===== src/rtl/flash_poll_pkg.sv =====
package flash_poll_pkg;
  localparam int unsigned B_POLL = 7;
  localparam int unsigned B_TOG  = 6;
  localparam int unsigned B_ERR  = 5;

  typedef enum logic [2:0] {
    ST_IDLE, ST_READ1, ST_READ2, ST_EVAL, ST_EXIT_WR, ST_DONE
  } state_e;

  typedef enum logic [1:0] {
    RES_NONE, RES_OK, RES_FAIL, RES_TMO
  } res_e;
endpackage


===== src/rtl/flash_poll_eval.sv =====
module flash_poll_eval
  import flash_poll_pkg::*;
#(
  parameter int unsigned DW = 16
) (
  input  logic          method_i,
  input  logic          cfg_i,
  input  logic [DW-1:0] exp_i,
  input  logic [DW-1:0] cur_i,
  input  logic          prev_tog_i,
  output logic          done_o,
  output logic          fail_o,
  output logic          err_o
);
  logic dp_done, tg_done, dp_bad;

  always_comb begin
    dp_done = cfg_i ? cur_i[B_POLL] : (cur_i[B_POLL] == exp_i[B_POLL]);
    tg_done = (cur_i[B_TOG] == prev_tog_i);
    dp_bad  = cfg_i ? cur_i[B_ERR] : (cur_i != exp_i);
    done_o  = method_i ? tg_done : dp_done;
    fail_o  = done_o && !method_i && dp_bad;
    err_o   = cur_i[B_ERR];
  end
endmodule


===== src/rtl/flash_poll_cnt.sv =====
module flash_poll_cnt #(
  parameter int unsigned MAX = 64,
  localparam int unsigned CW = $clog2(MAX + 1)
) (
  input  logic          clk_i,
  input  logic          rst_ni,
  input  logic          clr_i,
  input  logic          inc_i,
  output logic [CW-1:0] cnt_o,
  output logic          at_max_o
);
  logic [CW-1:0] cnt_q;

  always_ff @(posedge clk_i or negedge rst_ni) begin
    if (!rst_ni)                cnt_q <= '0;
    else if (clr_i)             cnt_q <= '0;
    else if (inc_i && !at_max_o) cnt_q <= cnt_q + 1'b1;
  end

  assign at_max_o = (cnt_q >= CW'(MAX));
  assign cnt_o    = cnt_q;


  cnt_bound_chk: assert property (@(posedge clk_i) disable iff (!rst_ni)
    cnt_q <= CW'(MAX));

  cnt_step_chk: assert property (@(posedge clk_i) disable iff (!rst_ni)
    !clr_i && !inc_i |=> $stable(cnt_q));
endmodule


===== src/rtl/flash_poll_ctrl.sv =====
module flash_poll_ctrl
  import flash_poll_pkg::*;
#(
  parameter int unsigned    DW        = 16,
  parameter int unsigned    MAX_READS = 64,
  parameter logic [DW-1:0]  EXIT_CMD  = DW'(16'h00F0),
  localparam int unsigned   CW        = $clog2(MAX_READS + 1)
) (
  input  logic          clk_i,
  input  logic          rst_ni,
  input  logic          start_i,
  input  logic          method_i,
  input  logic          cfg_i,
  input  logic [DW-1:0] exp_data_i,
  output logic          rd_req_o,
  input  logic          rd_ack_i,
  input  logic [DW-1:0] rd_data_i,
  output logic          wr_req_o,
  input  logic          wr_ack_i,
  output logic [DW-1:0] wr_data_o,
  output logic          busy_o,
  output logic          done_ok_o,
  output logic          done_fail_o,
  output logic          timeout_o
);
  state_e        state_q, state_d;
  res_e          res_q, res_d;
  logic          method_q, cfg_q;
  logic [DW-1:0] exp_q, cur_q;
  logic          prev_tog_q, err_seen_q, err_seen_d;
  logic          accept, rd_fire;
  logic          ev_done, ev_fail, ev_err;
  logic [CW-1:0] rd_cnt;
  logic          at_max;

  assign accept  = start_i && (state_q == ST_IDLE || state_q == ST_DONE);
  assign rd_fire = rd_req_o && rd_ack_i;

  flash_poll_eval #(.DW(DW)) u_eval (
    .method_i   (method_q),
    .cfg_i      (cfg_q),
    .exp_i      (exp_q),
    .cur_i      (cur_q),
    .prev_tog_i (prev_tog_q),
    .done_o     (ev_done),
    .fail_o     (ev_fail),
    .err_o      (ev_err)
  );

  flash_poll_cnt #(.MAX(MAX_READS)) u_cnt (
    .clk_i    (clk_i),
    .rst_ni   (rst_ni),
    .clr_i    (accept),
    .inc_i    (rd_fire),
    .cnt_o    (rd_cnt),
    .at_max_o (at_max)
  );

  always_comb begin
    state_d    = state_q;
    res_d      = res_q;
    err_seen_d = err_seen_q;
    unique case (state_q)
      ST_IDLE, ST_DONE: begin
        if (accept) begin
          state_d    = ST_READ1;
          res_d      = RES_NONE;
          err_seen_d = 1'b0;
        end
      end
      ST_READ1: if (rd_ack_i) state_d = method_q ? ST_READ2 : ST_EVAL;
      ST_READ2: if (rd_ack_i) state_d = ST_EVAL;
      ST_EVAL: begin
        if (ev_done) begin
          res_d   = ev_fail ? RES_FAIL : RES_OK;
          state_d = (ev_fail || cfg_q) ? ST_EXIT_WR : ST_DONE;
        end else if (ev_err && err_seen_q) begin
          res_d   = RES_FAIL;
          state_d = ST_EXIT_WR;
        end else if (at_max) begin
          res_d   = RES_TMO;
          state_d = ST_DONE;
        end else begin
          // a lone bit 5 earns one confirming read
          err_seen_d = ev_err;
          state_d    = method_q ? ST_READ2 : ST_READ1;
        end
      end
      ST_EXIT_WR: if (wr_ack_i) state_d = ST_DONE;
      default: state_d = ST_IDLE;
    endcase
  end

  always_ff @(posedge clk_i or negedge rst_ni) begin
    if (!rst_ni) begin
      state_q    <= ST_IDLE;
      res_q      <= RES_NONE;
      err_seen_q <= 1'b0;
      method_q   <= 1'b0;
      cfg_q      <= 1'b0;
      exp_q      <= '0;
      cur_q      <= '0;
      prev_tog_q <= 1'b0;
    end else begin
      state_q    <= state_d;
      res_q      <= res_d;
      err_seen_q <= err_seen_d;
      if (accept) begin
        method_q <= method_i;
        cfg_q    <= cfg_i;
        exp_q    <= exp_data_i;
      end
      if (rd_fire) begin
        if (state_q == ST_READ1 && method_q) prev_tog_q <= rd_data_i[B_TOG];
        else                                  cur_q      <= rd_data_i;
      end
      if (state_q == ST_EVAL && state_d == ST_READ2) prev_tog_q <= cur_q[B_TOG];
    end
  end

  assign rd_req_o    = (state_q == ST_READ1) || (state_q == ST_READ2);
  assign wr_req_o    = (state_q == ST_EXIT_WR);
  assign wr_data_o   = EXIT_CMD;
  assign busy_o      = (state_q != ST_IDLE) && (state_q != ST_DONE);
  assign done_ok_o   = (state_q == ST_DONE) && (res_q == RES_OK);
  assign done_fail_o = (state_q == ST_DONE) && (res_q == RES_FAIL);
  assign timeout_o   = (state_q == ST_DONE) && (res_q == RES_TMO);


  start_read_chk: assert property (@(posedge clk_i) disable iff (!rst_ni)
    accept |=> rd_req_o && !busy_o == 1'b0);

  rd_hold_chk: assert property (@(posedge clk_i) disable iff (!rst_ni)
    rd_req_o && !rd_ack_i |=> rd_req_o);

  no_bus_clash_chk: assert property (@(posedge clk_i) disable iff (!rst_ni)
    !(rd_req_o && wr_req_o));

  fail_after_exit_chk: assert property (@(posedge clk_i) disable iff (!rst_ni)
    $rose(done_fail_o) |-> $past(wr_req_o && wr_ack_i));

  tmo_no_write_chk: assert property (@(posedge clk_i) disable iff (!rst_ni)
    $rose(timeout_o) |-> !$past(wr_req_o));

  one_result_chk: assert property (@(posedge clk_i) disable iff (!rst_ni)
    $onehot0({done_ok_o, done_fail_o, timeout_o}));

  result_hold_chk: assert property (@(posedge clk_i) disable iff (!rst_ni)
    (done_ok_o || done_fail_o || timeout_o) && !start_i
    |=> $stable({done_ok_o, done_fail_o, timeout_o}));
endmodule


===== config.mk =====
export PLATFORM = sky130hd
export DESIGN_NAME = flash_poll_ctrl
export DESIGN_NICKNAME = d
export VERILOG_FILES = /design/src/rtl/flash_poll_pkg.sv /design/src/rtl/flash_poll_eval.sv /design/src/rtl/flash_poll_cnt.sv /design/src/rtl/flash_poll_ctrl.sv
export SDC_FILE = /design/constraint.sdc
export NUM_CORES = 1
export LEC_CHECK = 0
export BUFFER_PORTS_ARGS = -buffer_cell sky130_fd_sc_hd__buf_2
export CAP_MARGIN = 20
export CORE_MARGIN = 4
export CORE_UTILIZATION = 30
export CTS_CLUSTER_SIZE = 12
export DETAILED_ROUTE_END_ITERATION = 10
export GPL_TIMING_DRIVEN = 0
export PLACE_DENSITY = 0.62
export SLEW_MARGIN = 40
export SYNTH_ARGS = -nofsm -noshare
export SYNTH_HDL_FRONTEND = slang
export SYNTH_SLANG_ARGS = --single-unit

===== constraint.sdc =====
create_clock -name clk_i -period 1.5 [get_ports clk_i]
set_input_delay 0.075 -clock clk_i [delete_from_list [all_inputs] [get_ports clk_i]]
set_output_delay 0.075 -clock clk_i [all_outputs]
set_load 0.03 [all_outputs]

==> flow_metrics.env, run 1 <==
export IMPL_outcome="finished, violations left"
export IMPL_violations="negative setup slack"
export IMPL_period_share_pct=109
export IMPL_ioPinCount=61
export IMPL_synth_edf_count=0
export IMPL_viasPerCell=4.40
export IMPL_n_antenna_cell=0
export IMPL_clock_sinks=48
export IMPL_clkLatencyLatePin_ns=0.30
export IMPL_synth_cell_type_count=37
export IMPL_synth_fa_ha_area_share_pct=0.965
export IMPL_maxClockFrequency_mhz=611
export IMPL_grt_overflow=0
export IMPL_p_per_area_nw_per_um2=1920
export IMPL_utilization_pct=45.0
export IMPL_hpwl_um=3720
export IMPL_grt_max_degree=49
export IMPL_crit_path_end="cur_q[6]$_DFFE_PN0P_"
export IMPL_crit_fanout=10
export IMPL_htreeDepth=2
export IMPL_startpoint="state_q[0]$_DFF_PN0_"
export IMPL_rr_endpoint="cur_q[6]$_DFFE_PN0P_"
export IMPL_clock_path_buffers=2
export IMPL_port_buffers=44
export IMPL_synth_xor_area_share_pct=8.45
export IMPL_async_flop_share_pct=100
export IMPL_rsz0062_at_grt="true"
export IMPL_cp_start_kind="flip-flop"
export IMPL_root_buffer="clkbuf_8"
export IMPL_worst_slew_pin_slew_ns=0.626
export IMPL_nets=375
export IMPL_vias=1938
export IMPL_ys_seq_elements=48
export IMPL_irDropWorstVdd_uv=1090
export IMPL_hold_violations=0
export IMPL_core_um2=8300
export IMPL_reg2reg_from="state_q[0]$_DFF_PN0_"
export IMPL_drv_cap=0
export IMPL_fin_crit_ns=1.64
export IMPL_numCtsBuffers=5
export IMPL_syn_to_final_growth_pct=44.0
export IMPL_setup_tns_ns=-3.70
export IMPL_ys_warn_count=0
export IMPL_start_util_pct=31.2
export IMPL_syn_area_per_cell_um2=11.5
export IMPL_worst_setup_path_type="flip-flop to flip-flop"
export IMPL_first_global_vias=1958
export IMPL_synth_top_flop_cell="dfrtp_1"
export IMPL_max_slew_margin_rel_pct=58.3
export IMPL_post_drt_wl_per_cell_um=13.1
export IMPL_synth_simple_gate_area_share_pct=11.5
export IMPL_dp_slack_ns=-0.307
export IMPL_cts_tree="done"
export IMPL_muxShareOfSynthArea_pct=18.1
export IMPL_first_pass_iters=4
export IMPL_design_area_um2=3730
export IMPL_timing_critical_path_arrival_ns=1.83
export IMPL_finalMaxSlewViolations=0
export IMPL_cp_required_ns=1.70
export IMPL_ant_nets=0
export IMPL_reg2reg_depth=5
export IMPL_routed_wl_um=5760
export IMPL_synth_top_family_by_area="multiplexers"
export IMPL_hold_class="primary input to flip-flop"
export IMPL_die_w_um=101
export IMPL_drive_above_1_share_pct=46.3
export IMPL_rows=33
export IMPL_dieArea_um2=10200
export IMPL_grtUsageTotal_pct=11.3
export IMPL_ys_seq_area_share_pct=46.3
export IMPL_regToRegSetupSlack_ns=-0.14
export IMPL_grt_first_pass_wirelength_um=9220
export IMPL_dpl_cell_area_um2=3010
export IMPL_finalSetupViolations=42
export IMPL_setup_ws_ns=-0.136
export IMPL_drc_errors=0
export IMPL_syn_area_um2=2590
export IMPL_gp_congestion=0.744
export IMPL_clk_pin_slew_ns=0.09
export IMPL_power_leakage_nw=1.76
export IMPL_syn_inst=226
export IMPL_finalClockSkew_ns=0.00760
export IMPL_drt_iter0_drc=96
export IMPL_synth_compound_area_share_pct=5.98
export IMPL_antenna_found_initial=0
export IMPL_cp_end_kind="flip-flop"
export IMPL_dieHeight_um=101
## kinds of logic (layout without fill, tap and decap cells)
logic type,after synthesis,count (layout)
multiplexers,38,38
buffers and inverters,31,126
XOR/XNOR,25,25
AND/OR/NAND/NOR,58,58
other,2,16
adder cells (fa/ha/maj),2,2
flip-flops,48,48
AO/OA/AOI/OAI,22,22
## state kept, by name, indices dropped and copies added (netlist names)
register     cells
prev_tog_q       1
method_q         1
exp_q           16
u_cnt.cnt_o      7
cur_q           16
res_q            2
state_q          3
err_seen_q       1
cfg_q            1
## cells in the mapped netlist, types with 5 or more instances
cell type | number | share of area, %
a21oi_1 | 6 | 1.2
nor3_1 | 5 | 0.97
xor2_1 | 6 | 2.0
inv_1 | 7 | 1.0
nand4_1 | 5 | 1.2
nor2_1 | 14 | 2.0
nand3_1 | 5 | 0.97
xnor2_1 | 19 | 6.4
mux2_4 | 12 | 6.9
nand2_1 | 15 | 2.2
buf_4 | 19 | 5.5
dfrtp_1 | 48 | 46
mux2_2 | 23 | 10
## critical path, stage by stage (launching register included)
cell     delay [ns]
dfrtp_2        0.47
nor2b_4        0.15
and2b_1        0.17
o21ai_4        0.21
buf_8          0.19
mux2_2         0.34
## where the power goes
part	leakage (nW)	switching, mW	total (mW)	internal, mW
logic	1.11	1.60	3.68	2.07
clock network	0.0687	0.459	1.13	0.671
registers	0.581	0.476	2.37	1.89
total	1.76	2.54	7.17	4.64
## cell usage in the layout (no fill, tap or decap), types with 2 or more instances in the layout
cell type / netlist / final
nor2b_4: 0 / 2
buf_4: 19 / 33
buf_2: 0 / 39
nor2b_1: 4 / 2
a21o_1: 2 / 2
inv_1: 7 / 7
a22oi_1: 2 / 2
and2b_2: 0 / 2
nor3_2: 0 / 4
buf_8: 0 / 3
conb_1: 2 / 16
xor2_1: 6 / 4
mux2_4: 12 / 16
dfrtp_2: 0 / 4
o21ai_2: 0 / 2
nand3_1: 5 / 5
ha_1: 2 / 2
xnor2_1: 19 / 18
nand4_1: 5 / 5
and3_1: 3 / 2
clkbuf_8: 0 / 5
xor2_2: 0 / 2
dfrtp_1: 48 / 44
buf_6: 4 / 6
nand2_1: 15 / 15
a21oi_1: 6 / 5
nor2_1: 14 / 13
dlygate4sd3_1: 0 / 26
mux2_2: 23 / 19
bufinv_16: 0 / 2
mux2i_1: 3 / 3
## routing by layer
metal | share of wire (%) | track usage (%) | wire [µm] | vias to the layer above
li1 | - | - | - | 953
met1 | 42 | 14.1 | 2420 | 924
met2 | 51 | 19.3 | 2920 | 51
met3 | 5.4 | 2.35 | 311 | 10
met4 | 1.8 | 3.68 | 103 | 0
met5 | 0 | 0 | 0 | -
## layout make-up
type	count	area [µm²]
Fill cell	739	4570
Multi-Input combinational cell	161	1360
Sequential cell	48	1210
Timing Repair Buffer	87	653
Buffer	24	220
Tap cell	105	131
Clock buffer	5	68.8
Clock inverter	3	68.8
Inverter	7	26.3
## worst min-delay path by stage
| stage | depth (start not counted) | from | endpoint |
|---|---|---|---|
| finish | 2 | rd_data_i[9] | cur_q[9]$_DFFE_PN0P_ |
| CTS | 2 | rd_data_i[9] | cur_q[9]$_DFFE_PN0P_ |
| detailed placement | 1 | rst_ni | exp_q[6]$_DFFE_PN0P_ |
| global placement | 2 | rd_data_i[10] | cur_q[10]$_DFFE_PN0P_ |
| floorplan | 0 | rst_ni | cfg_q$_DFFE_PN0P_ |
| global route | 2 | rd_data_i[9] | cur_q[9]$_DFFE_PN0P_ |
## per-stage QoR
stage | hold WS (ns) | total power [mW] | cells
2_1_floorplan | -0.221 | 4.62 | 240
3_3_place_gp | 0.307 | 5.16 | 389
3_5_place_dp | 0.131 | 5.22 | 389
4_1_cts | 0.00116 | 6.94 | 435
5_1_grt | 0.00189 | 7.63 | 440
6_report | 0.00496 | 7.17 | 440
## repair_timing
item,in CTS,in global routing
pin swaps,5,1
hold buffers,26,0
buffers inserted,12,3
gates resized for setup,30,19
setup endpoints to repair,39,51
cloned,0,2
endpoints found under the hold margin,73,0
Note: power is estimated with default switching activity, not from simulation.
==> inputs of run 2 (changes only) <==
- ABC_AREA: unset -> 1
- PLACE_DENSITY: 0.62 -> 0.63
==> run 2 against run 1 <==
Net effect:
- the run still ends with negative setup slack left
- non-clock buffer count decreased by 10
- global-route usage grew 1.3 points
- largest power group unchanged
- register-to-register slack gained 0.097 ns
- power is 5.5% lower
- critical path type unchanged
- critical path depth is the same
- via count rose by 18%
- worst setup slack gained 0.097 ns
- clock power fell by 29%
- die area shrank 2.8%
- clock skew is 0.0051 ns higher
==> flow_metrics.env, run 2 <==
export IMPL_netlist_area_leader_share_pct=47.8
export IMPL_rsz0062_at_grt="true"
export IMPL_regArea_um2=1200
export IMPL_clk_pin_slew_ns=0.10
export IMPL_cp_required_ns=1.68
export IMPL_syn_area_per_cell_um2=7.83
export IMPL_syn_to_final_growth_pct=39.4
export IMPL_reg2reg_depth=5
export IMPL_clock_path_buffers=2
export IMPL_drive_above_1_share_pct=29.9
export IMPL_maxClockFrequency_mhz=650
export IMPL_multi_input_area_um2=1180
export IMPL_power_leakage_nw=1.80
export IMPL_synth_edf_count=0
export IMPL_reg2reg_from="state_q[0]$_DFF_PN0_"
export IMPL_path_buf_inv=1
export IMPL_fin_crit_ns=1.54
export IMPL_synth_cell_type_count=29
export IMPL_vias=2279
export IMPL_final_cell_mix="nand2_1 (84), dfrtp_1 (47), buf_2 (42)"
export IMPL_p_per_area_nw_per_um2=1930
export IMPL_outcome="finished, violations left"
export IMPL_clock_sinks=48
export IMPL_syn_inst=321
export IMPL_n_antenna_cell=0
export IMPL_first_global_vias=2198
export IMPL_hold_start="exp_data_i[3]"
export IMPL_drc_errors=0
export IMPL_cp_start_kind="flip-flop"
export IMPL_drt_iter0_drc=70
export IMPL_netlist_top_cells_count="nand2_1 (89), dfrtp_1 (48), inv_1 (40)"
export IMPL_dp_slack_ns=-0.110
export IMPL_worst_slew_pin_slew_ns=0.629
export IMPL_htreeDepth=2
export IMPL_critPathTopFamily="flip-flops"
export IMPL_clkLatencyLatePin_ns=0.30
export IMPL_drv_cap=0
export IMPL_dpl_cell_area_um2=2920
export IMPL_hpwl_um=4360
export IMPL_first_pass_iters=4
export IMPL_start_util_pct=30.8
export IMPL_ys_seq_elements=48
export IMPL_grt_overflow=0
export IMPL_nets=462
export IMPL_core_um2=8180
export IMPL_irDropWorstVdd_uv=886
export IMPL_hold_class="primary input to flip-flop"
export IMPL_period_share_pct=103
export IMPL_rows=33
export IMPL_hold_path_end="exp_q[3]$_DFFE_PN0P_"
export IMPL_grtUsageTotal_pct=12.5
export IMPL_finalMaxSlewViolations=0
export IMPL_crit_fanout=8
export IMPL_port_buffers=44
export IMPL_finalSetupViolations=24
export IMPL_synth_area_leaders="dfrtp_1 (48%), nand2_1 (13%), inv_1 (6.0%)"
export IMPL_ys_seq_area_share_pct=47.8
export IMPL_die_w_um=99.6
export IMPL_finalClockSkew_ns=0.0127
export IMPL_hold_ws_ns=0.00252
export IMPL_root_buffer="clkbuf_8"
export IMPL_gp_congestion=0.807
export IMPL_dieHeight_um=99.6
export IMPL_max_slew_margin_rel_pct=58.1
export IMPL_rr_endpoint="cur_q[12]$_DFFE_PN0P_"
export IMPL_ioPinCount=61
export IMPL_hold_violations=0
export IMPL_synth_top_flop_cell="dfrtp_1"
export IMPL_post_drt_wl_per_cell_um=11.8
export IMPL_setup_tns_ns=-0.514
export IMPL_synth_area_leader_cell="dfrtp_1"
export IMPL_final_common_cell="nand2_1"
export IMPL_cp_cell_sequence="inv_2, nand3_4, a21oi_4, nand2_4, mux2_4"
export IMPL_yosysMostFrequentCell="nand2_1"
export IMPL_antenna_found_initial=0
export IMPL_ys_warn_count=0
export IMPL_syn_area_um2=2510
export IMPL_ant_nets=0
export IMPL_dieArea_um2=9910
export IMPL_grt_max_degree=49
export IMPL_timing_critical_path_arrival_ns=1.72
export IMPL_design_area_um2=3510
export IMPL_async_flop_share_pct=100
export IMPL_violations="negative setup slack"
export IMPL_grt_first_pass_wirelength_um=10100
export IMPL_routed_wl_um=6230
export IMPL_max_stage_delay_ns=0.44
export IMPL_hold_depth=3
export IMPL_setup_ws_ns=-0.0388
export IMPL_numCtsBuffers=5
export IMPL_cp_end_kind="flip-flop"
export IMPL_fillers=814
export IMPL_cp_slowest_cell="dfrtp_1"
export IMPL_worst_setup_path_type="flip-flop to flip-flop"
export IMPL_regToRegSetupSlack_ns=-0.04
export IMPL_viasPerCell=4.32
export IMPL_cts_tree="done"
[run 2: power breakdown]
part	leakage (nW)	total [mW]	internal, mW	switching, mW
clock network	0.0455	0.801	0.377	0.424
logic	1.17	3.66	1.58	2.08
registers	0.583	2.32	1.88	0.443
[run 2: worst reg2reg max path: stages, from the launching register on]
cell     delay (ns)
dfrtp_1        0.44
inv_2          0.17
nand3_4        0.12
a21oi_4        0.22
nand2_4        0.15
mux2_4         0.32
[run 2: timing repair]
action                                 CTS  global route
gates cloned                             0             1
setup endpoints to repair               41            48
hold buffers                            17             1
gates resized for setup                 13            46
endpoints found under the hold margin   64             1
pin swaps                                2             6
buffers inserted                         3            13
[run 2: worst max-delay path by stage]
stage / to / slack, ns / cells past startpoint / start
6_report: cur_q[12]$_DFFE_PN0P_ / -0.04 / 5 / state_q[0]$_DFF_PN0_
5_1_grt: res_q[1]$_DFFE_PN0P_ / -0.14 / 9 / state_q[0]$_DFF_PN0_
3_5_place_dp: exp_q[0]$_DFFE_PN0P_ / -0.11 / 7 / state_q[1]$_DFF_PN0_
2_1_floorplan: cur_q[10]$_DFFE_PN0P_ / 0.16 / 5 / state_q[2]$_DFF_PN0_
4_1_cts: u_cnt.cnt_o[2]$_DFFE_PN0P_ / -0.004 / 8 / state_q[2]$_DFF_PN0_
3_3_place_gp: cur_q[8]$_DFFE_PN0P_ / -0.09 / 7 / state_q[2]$_DFF_PN0_
[run 2: area by class of cell]
class                           instances  area share (%)
Timing Repair Buffer                   79            15.4
Clock buffer                            8            2.57
Inverter                               44            4.93
Buffer                                 22            5.25
Multi-Input combinational cell        221            33.8
Sequential cell                        48            34.3
Tap cell                              105            3.75
[run 2: per-layer routing]
layer	vias to the layer above	GRT usage, %	part of all wire, %
li1	1187	-	-
met1	1045	16.6	47
met2	45	21.2	49
met3	2	2.38	3.8
met4	0	2.84	0.58
met5	-	0	0
[run 2: kinds of logic after synthesis]
family                     count (synthesis)  synth area share, %
AOI/OAI and AO/OA                         52                 11.4
DFF                                       48                 47.8
other                                      2                0.299
muxes                                      4                 1.79
and+or+nand+nor                          143                 23.7
adders and majority gates                  2                0.995
xor gates and xnor gates                   4                 1.39
buffers and inverters                     66                 12.6
[run 2: through the flow]
step / std cells / total power, mW / util [%]
floorplan: 335 / 4.29 / -
global placement: 484 / 4.92 / 35.7
detailed placement: 484 / 5.02 / 35.7
CTS: 512 / 6.04 / 39.7
global route: 527 / 7.37 / 42.9
finish: 527 / 6.78 / 42.9
